--- config.mk ---
export PLATFORM = sky130hd
export DESIGN_NAME = clksyn_prog_seq
export DESIGN_NICKNAME = d
export VERILOG_FILES = /design/src/rtl/clksyn_pkg.sv /design/src/rtl/clksyn_word_pack.sv /design/src/rtl/clksyn_line_decode.sv /design/src/rtl/clksyn_prog_seq.sv
export SDC_FILE = /design/constraint.sdc
export NUM_CORES = 1
export LEC_CHECK = 0
export CORE_UTILIZATION = 55
export DETAILED_ROUTE_END_ITERATION = 8
export PLACE_DENSITY = 0.8
export SLEW_MARGIN = 20
export SYNTH_ARGS = -nofsm -noshare
export SYNTH_HDL_FRONTEND = slang
export SYNTH_HIERARCHICAL = 1
export SYNTH_SLANG_ARGS = --single-unit
--- constraint.sdc ---
create_clock -name clk -period 5.25 [get_ports clk]
set_input_delay 0.7875 -clock clk [delete_from_list [all_inputs] [get_ports clk]]
set_output_delay 0.7875 -clock clk [all_outputs]
set_load 0.05 [all_outputs]
--- src/rtl/clksyn_pkg.sv ---
package clksyn_pkg;
  localparam int CMD_W   = 24;
  localparam int FLD_W   = 7;
  localparam int M_LSB   = 1;
  localparam int DIV_LSB = 8;
  localparam int GAP_BIT = 10;
  localparam int N_LSB   = 11;
  localparam int SEL_LSB = 18;
  localparam int SEL_W   = 4;
  localparam int REG_LSB = 22;
  localparam int REG_W   = 2;
  localparam int DIV_W   = 2;
  localparam int M_MIN   = 2;
  localparam int M_MAX   = 129;
  localparam int N_MIN   = 3;
  localparam int N_MAX   = 130;

  typedef struct packed {
    logic ck;
    logic dt;
  } line_t;
endpackage

--- src/rtl/clksyn_word_pack.sv ---
module clksyn_word_pack
  import clksyn_pkg::*;
#(
  parameter int VAL_W = 8
) (
  input  logic [VAL_W-1:0] n_i,
  input  logic [VAL_W-1:0] m_i,
  input  logic [DIV_W-1:0] div_i,
  input  logic [SEL_W-1:0] sel_i,
  input  logic [REG_W-1:0] reg_i,
  output logic [CMD_W-1:0] word_o,
  output logic             ok_o
);
  logic [FLD_W-1:0] n_fld, m_fld;
  logic             n_ok, m_ok;

  always_comb begin
    n_ok  = (n_i >= VAL_W'(N_MIN)) && (n_i <= VAL_W'(N_MAX));
    m_ok  = (m_i >= VAL_W'(M_MIN)) && (m_i <= VAL_W'(M_MAX));
    ok_o  = n_ok && m_ok;
    n_fld = FLD_W'(n_i - VAL_W'(N_MIN));
    m_fld = FLD_W'(m_i - VAL_W'(M_MIN));
    word_o = '0;
    word_o[M_LSB   +: FLD_W] = m_fld;
    word_o[DIV_LSB +: DIV_W] = div_i;
    word_o[N_LSB   +: FLD_W] = n_fld;
    word_o[SEL_LSB +: SEL_W] = sel_i;
    word_o[REG_LSB +: REG_W] = reg_i;
  end
endmodule

--- src/rtl/clksyn_line_decode.sv ---
module clksyn_line_decode
  import clksyn_pkg::*;
#(
  parameter int UNLOCK_PAIRS = 6,
  parameter int IDX_W        = 7
) (
  input  logic [IDX_W-1:0] idx_i,
  input  logic [CMD_W-1:0] word_i,
  output line_t            line_o
);
  localparam logic [IDX_W-1:0] OPEN_END  = IDX_W'(2);
  localparam logic [IDX_W-1:0] PRE_END   = IDX_W'(2 + 2*UNLOCK_PAIRS);
  localparam logic [IDX_W-1:0] START_END = IDX_W'(2 + 2*UNLOCK_PAIRS + 4);
  localparam logic [IDX_W-1:0] DATA_END  = IDX_W'(2 + 2*UNLOCK_PAIRS + 4 + 4*CMD_W);

  logic [IDX_W-1:0] k;
  logic             bitv;

  always_comb begin
    k    = '0;
    bitv = 1'b0;
    if (idx_i < OPEN_END) begin
      line_o.ck = 1'b0;
      line_o.dt = idx_i[0];
    end else if (idx_i < PRE_END) begin
      k = idx_i - OPEN_END;
      line_o.ck = ~k[0];
      line_o.dt = 1'b1;
    end else if (idx_i < START_END) begin
      k = idx_i - PRE_END;
      line_o.ck = k[0];
      line_o.dt = 1'b0;
    end else if (idx_i < DATA_END) begin
      k    = idx_i - START_END;
      bitv = word_i[k[IDX_W-1:2]];
      line_o.ck = (k[1:0] == 2'd0) || (k[1:0] == 2'd3);
      line_o.dt = k[1] ? bitv : ~bitv;
    end else begin
      k = idx_i - DATA_END;
      line_o.ck = ~k[0];
      line_o.dt = 1'b1;
    end
  end
endmodule

--- src/rtl/clksyn_prog_seq.sv ---
module clksyn_prog_seq
  import clksyn_pkg::*;
#(
  parameter int VAL_W        = 8,
  parameter int UNLOCK_PAIRS = 6
) (
  input  logic             clk,
  input  logic             rst,
  input  logic             tick_i,
  input  logic             start_i,
  input  logic [VAL_W-1:0] n_i,
  input  logic [VAL_W-1:0] m_i,
  input  logic [1:0]       div_i,
  input  logic [3:0]       sel_i,
  input  logic [1:0]       reg_i,
  output logic             busy_o,
  output logic             done_o,
  output logic             err_o,
  output logic             sclk_o,
  output logic             sdata_o
);
  localparam int TOTAL = 2 + 2*UNLOCK_PAIRS + 4 + 4*CMD_W + 3;
  localparam int IDX_W = $clog2(TOTAL);
  localparam logic [IDX_W-1:0] LAST = IDX_W'(TOTAL - 1);

  logic             busy_q, done_q, err_q;
  logic [IDX_W-1:0] idx_q, idx_n;
  logic [CMD_W-1:0] word_q, word_n, pack_word;
  line_t            line_q, dec_line;
  logic             busy_n, done_n, err_n, pack_ok;

  clksyn_word_pack #(.VAL_W(VAL_W)) pack_i (
    .n_i(n_i), .m_i(m_i), .div_i(div_i), .sel_i(sel_i), .reg_i(reg_i),
    .word_o(pack_word), .ok_o(pack_ok)
  );

  // Next-state logic: accept in idle, step on tick while busy.
  always_comb begin
    busy_n = busy_q;
    idx_n  = idx_q;
    word_n = word_q;
    done_n = 1'b0;
    err_n  = 1'b0;
    if (!busy_q) begin
      if (start_i) begin
        if (pack_ok) begin
          busy_n = 1'b1;
          idx_n  = '0;
          word_n = pack_word;
        end else begin
          err_n = 1'b1;
        end
      end
    end else if (tick_i) begin
      if (idx_q == LAST) begin
        busy_n = 1'b0;
        done_n = 1'b1;
      end else begin
        idx_n = idx_q + 1'b1;
      end
    end
  end

  clksyn_line_decode #(.UNLOCK_PAIRS(UNLOCK_PAIRS), .IDX_W(IDX_W)) dec_i (
    .idx_i(idx_n), .word_i(word_n), .line_o(dec_line)
  );

  always_ff @(posedge clk) begin
    if (rst) begin
      busy_q <= 1'b0;
      done_q <= 1'b0;
      err_q  <= 1'b0;
      idx_q  <= '0;
      word_q <= '0;
      line_q <= '0;
    end else begin
      busy_q <= busy_n;
      done_q <= done_n;
      err_q  <= err_n;
      idx_q  <= idx_n;
      word_q <= word_n;
      line_q <= busy_n ? dec_line : '0;
    end
  end

  assign busy_o  = busy_q;
  assign done_o  = done_q;
  assign err_o   = err_q;
  assign sclk_o  = line_q.ck;
  assign sdata_o = line_q.dt;

  assert_done_after_busy_R8: assert property (@(posedge clk) disable iff (rst)
    done_o |-> (!busy_o && $past(busy_o)));
  assert_hold_without_tick_R8: assert property (@(posedge clk) disable iff (rst)
    (busy_q && !tick_i) |=> ($stable(idx_q) && $stable({sclk_o, sdata_o}) && busy_q));
  assert_idle_lines_low_R9: assert property (@(posedge clk) disable iff (rst)
    !busy_o |-> (!sclk_o && !sdata_o));
  assert_word_frozen_R9: assert property (@(posedge clk) disable iff (rst)
    busy_q |=> $stable(word_q));
  assert_refusal_no_tx_R3: assert property (@(posedge clk) disable iff (rst)
    err_o |-> (!busy_o && !done_o));
  assert_gap_bits_zero_R2: assert property (@(posedge clk) disable iff (rst)
    busy_q |-> (!word_q[0] && !word_q[GAP_BIT]));
endmodule

==> results.cfg, run 1 <==
[setup_path]
worstPathMaxFanout = 8
crit_type = input port to register
r2r_end = sdata_o
critPathCaptureType = register
crit_path_end = sdata_o
rr_startpoint = idx_q[0]
r2r_cells = 15
worstSetupStartpointType = input port
crit_start = m_i[2]
ff2ff_setup_slack_ns = 1.51
cp.required_ns = 5.47
crit_arrival_ns = 5.10

[logic_synthesis]
yosysTopAreaCell = dfxtp_1
seq_area_frac_synth_pct = 27.2
yosysWarningCount = 6
syn-instance-count = 286
yosys.area.top_type_share_pct = 27.2
synth.distinct_cells = 54
synth-async-reset-ratio_pct = 0
synth-seq-cells = 36
syn_area_um2 = 2650
synth_area_leaders = dfxtp_1 27%, mux2_4 14%, and2_1 5.9%, mux2i_1 5.7%, buf_4 4.0%
synth_edf_count = 0
synth_flop_cell = dfxtp_1
syn_area_per_cell_um2 = 9.25

[detailed_routing]
drt-total-wl_mm = 5.36
drt_iter0_drc = 157
ant_nets = 0
vias_per_cell = 5.76
drt_first_pass_iters = 4
vias = 2085
drc = 0
routedWlPerCell_um = 14.8

[power]
vdd_drop_max_uv = 135
pwr-share-clk_pct = 34.4
leakage_nw = 1.24
power_switching_share_pct = 24.9
p_sw_mw = 0.147
power_frac_seq_pct = 48.3
power.density_nw_per_um2 = 194
combPwrFrac_pct = 17.3
p_int_mw = 0.444

[layout]
drive_above_1_share_pct = 18.4
n_antenna_cell = 0
fillCellCount = 351
fin_util_pct = 67.9
postLayoutCellArea_um2 = 3040
area_growth_pct = 14.8
nets = 344

[min_path]
hp-class = register to register
hold_start = idx_q[5]

[timing]
finalCriticalPeriod_ns = 4.88
slew-limit-headroom_pct = 53.9
worst_pin_slew_ns = 0.690
fmax_mhz = 205
finalSetupViolations = 0
fin_worst_skew_ns = 0.00430
hold_violations = 0
rsz0062_at_grt = false
slew_violations = 0
min_period_over_period_pct = 93.0
tns_ns = 0

[global_route]
grt.busiest_layer = met2
grt_pass1_vias = 1958
use_met2_pct = 37.0
antenna_found_initial = 0
grtUsageTotal_pct = 22.3
grt_use_met3_pct = 3.38
grt_pass1_wl_mm = 9.00
overflow = 0
grt_max_degree = 30
grtUsageMet1_pct = 30.1

[placement]
port_buffers = 32
place_area_um2 = 2940
gp_congestion = 0.955
dp_hpwl_mm = 3.94

[floorplan]
core_area_um2 = 4470
start_util_pct = 59.1
die_h_um = 71.4
rows = 24
io_pins = 33
dieArea_um2 = 5090
die_x_um = 71.4

[clock_tree]
cts_tree = yes
numCtsBuffers = 5
clk_pin_slew_ns = 0.07
insertion_delay_ns = 0.29
clock_path_buffers = 2
clock_sinks = 36
cts-root-buf = clkbuf_8
cts-htree-levels = 2
cts_setup_buffers = 0

[flow_run]
maxCapViolCount = 0

[status]
status = finished clean
==> worst min path at each step <==
| stage | end | cells after the start | slack, ns |
|---|---|---|---|
| 5_1_grt | idx_q[1] | 2 | 0.59 |
| 2_1_floorplan | idx_q[1] | 2 | 0.50 |
| 3_3_place_gp | idx_q[1] | 2 | 0.55 |
| 6_report | idx_q[5] | 2 | 0.55 |
| 3_5_place_dp | idx_q[1] | 2 | 0.55 |
| 4_1_cts | idx_q[1] | 2 | 0.56 |
==> power by group through the flow <==
stage | sequential [mW] | combinational, mW | clock [mW]
floorplan | 0.293 | 0.0671 | 0
global placement | 0.291 | 0.100 | 0
detailed placement | 0.291 | 0.101 | 0
CTS | 0.285 | 0.102 | 0.207
global route | 0.286 | 0.111 | 0.221
finish | 0.285 | 0.102 | 0.203
==> metal layers <==
metal  vias to the layer above  wire length, um
li1                       1054                -
met1                       990             2580
met2                        34             2560
met3                         7              162
met4                         0               59
met5                         -                0
==> Yosys cell counts (all sizes together) (2+ instances only) <==
cell,number
nand2,13
o21ai,6
o31a,4
o22ai,2
a21oi,13
mux2,29
xor2,7
or3,3
nand3b,3
nand2b,5
clkbuf,11
o31ai,2
nor4b,2
nor3,7
nor2b,4
xnor2,4
a31oi,3
nand4,4
inv,16
buf,17
mux2i,15
a2111o,2
nor2,8
and2,25
ha,7
nand3,8
dfxtp,36
or4,2
nor4,6
a211oi,4
==> registers in the layout, indices dropped and copies added (netlist names) <==
name     count
word_q      24
idx_q        7
busy_o       1
done_o       1
err_o        1
sclk_o       1
sdata_o      1
==> cell type report <==
type | count | area [um2] | share of cell area (%)
clock buffer | 6 | 82.6 | 2.72
sequential | 36 | 721 | 23.7
inverter | 16 | 60.1 | 1.98
timing repair buffer | 43 | 403 | 13.3
multi-input combinational | 207 | 1700 | 55.8
tap | 52 | 65.1 | 2.14
clock inverter | 2 | 10.0 | 0.329
==> logic make-up (layout without fill, tap and decap cells) <==
logic type      Yosys count  count (layout)  synth area share [%]
compound gates           46              46                  12.3
xor+xnor                 11              11                  4.35
fa+ha+maj                 7               7                  3.31
buf+inv                  44              67                  9.08
flops                    36              36                  27.2
mux                      45              45                  22.3
other cells               1               2                 0.142
simple gates             96              96                  21.3
==> worst max-delay path, stage by stage <==
cell	delay [ns]
clkdlybuf4s50_1	0.44
or4_1	0.60
nor4_1	0.29
nor4_2	0.13
and3b_2	0.24
nor3_1	0.45
inv_1	0.09
ha_1	0.27
xor2_4	0.38
buf_4	0.20
mux2_2	0.34
a211oi_1	0.37
nor4_2	0.09
a211oi_2	0.22
nand2_1	0.07
a21oi_1	0.13
==> layout by cell type, fill, tap and decap left out, drive strengths merged, types with 2 or more instances in the layout <==
cell | netlist | routed
a2111o | 2 | 2
a211oi | 4 | 4
a21oi | 13 | 13
a31oi | 3 | 3
and2 | 25 | 25
buf | 17 | 11
clkbuf | 11 | 6
clkdlybuf4s50 | 0 | 32
clkinv | 0 | 2
conb | 1 | 2
dfxtp | 36 | 36
ha | 7 | 7
inv | 16 | 16
mux2 | 29 | 29
mux2i | 15 | 15
nand2 | 13 | 13
nand2b | 5 | 5
nand3 | 8 | 8
nand3b | 3 | 3
nand4 | 4 | 4
nor2 | 8 | 8
nor2b | 4 | 4
nor3 | 7 | 7
nor4 | 6 | 6
nor4b | 2 | 2
o21ai | 6 | 6
o22ai | 2 | 2
o31a | 4 | 4
o31ai | 2 | 2
or3 | 3 | 3
or4 | 2 | 2
xnor2 | 4 | 4
xor2 | 7 | 7
==> through the flow <==
step	power [mW]	instances	setup slack, ns	hold WS (ns)
2_1_floorplan	0.360	287	0.554	0.502
3_3_place_gp	0.391	354	0.0619	0.547
5_1_grt	0.618	362	0.0719	0.591
3_5_place_dp	0.393	354	-0.0260	0.548
4_1_cts	0.595	362	0.263	0.558
6_report	0.591	362	0.370	0.554
==> timing repair <==
action,CTS,global route
gates resized for setup,0,1
hold buffers,0,0
setup endpoints to repair,0,1
(Power assumes the default switching activity.)
==> run 2, diff against run 1 <==
Settings changed: ABC_CLOCK_PERIOD_IN_PS set to 5250, CAP_MARGIN set to 15.
==> results of run 2 <==
The final DEF is identical to that of run 1; final timing and power are the same.
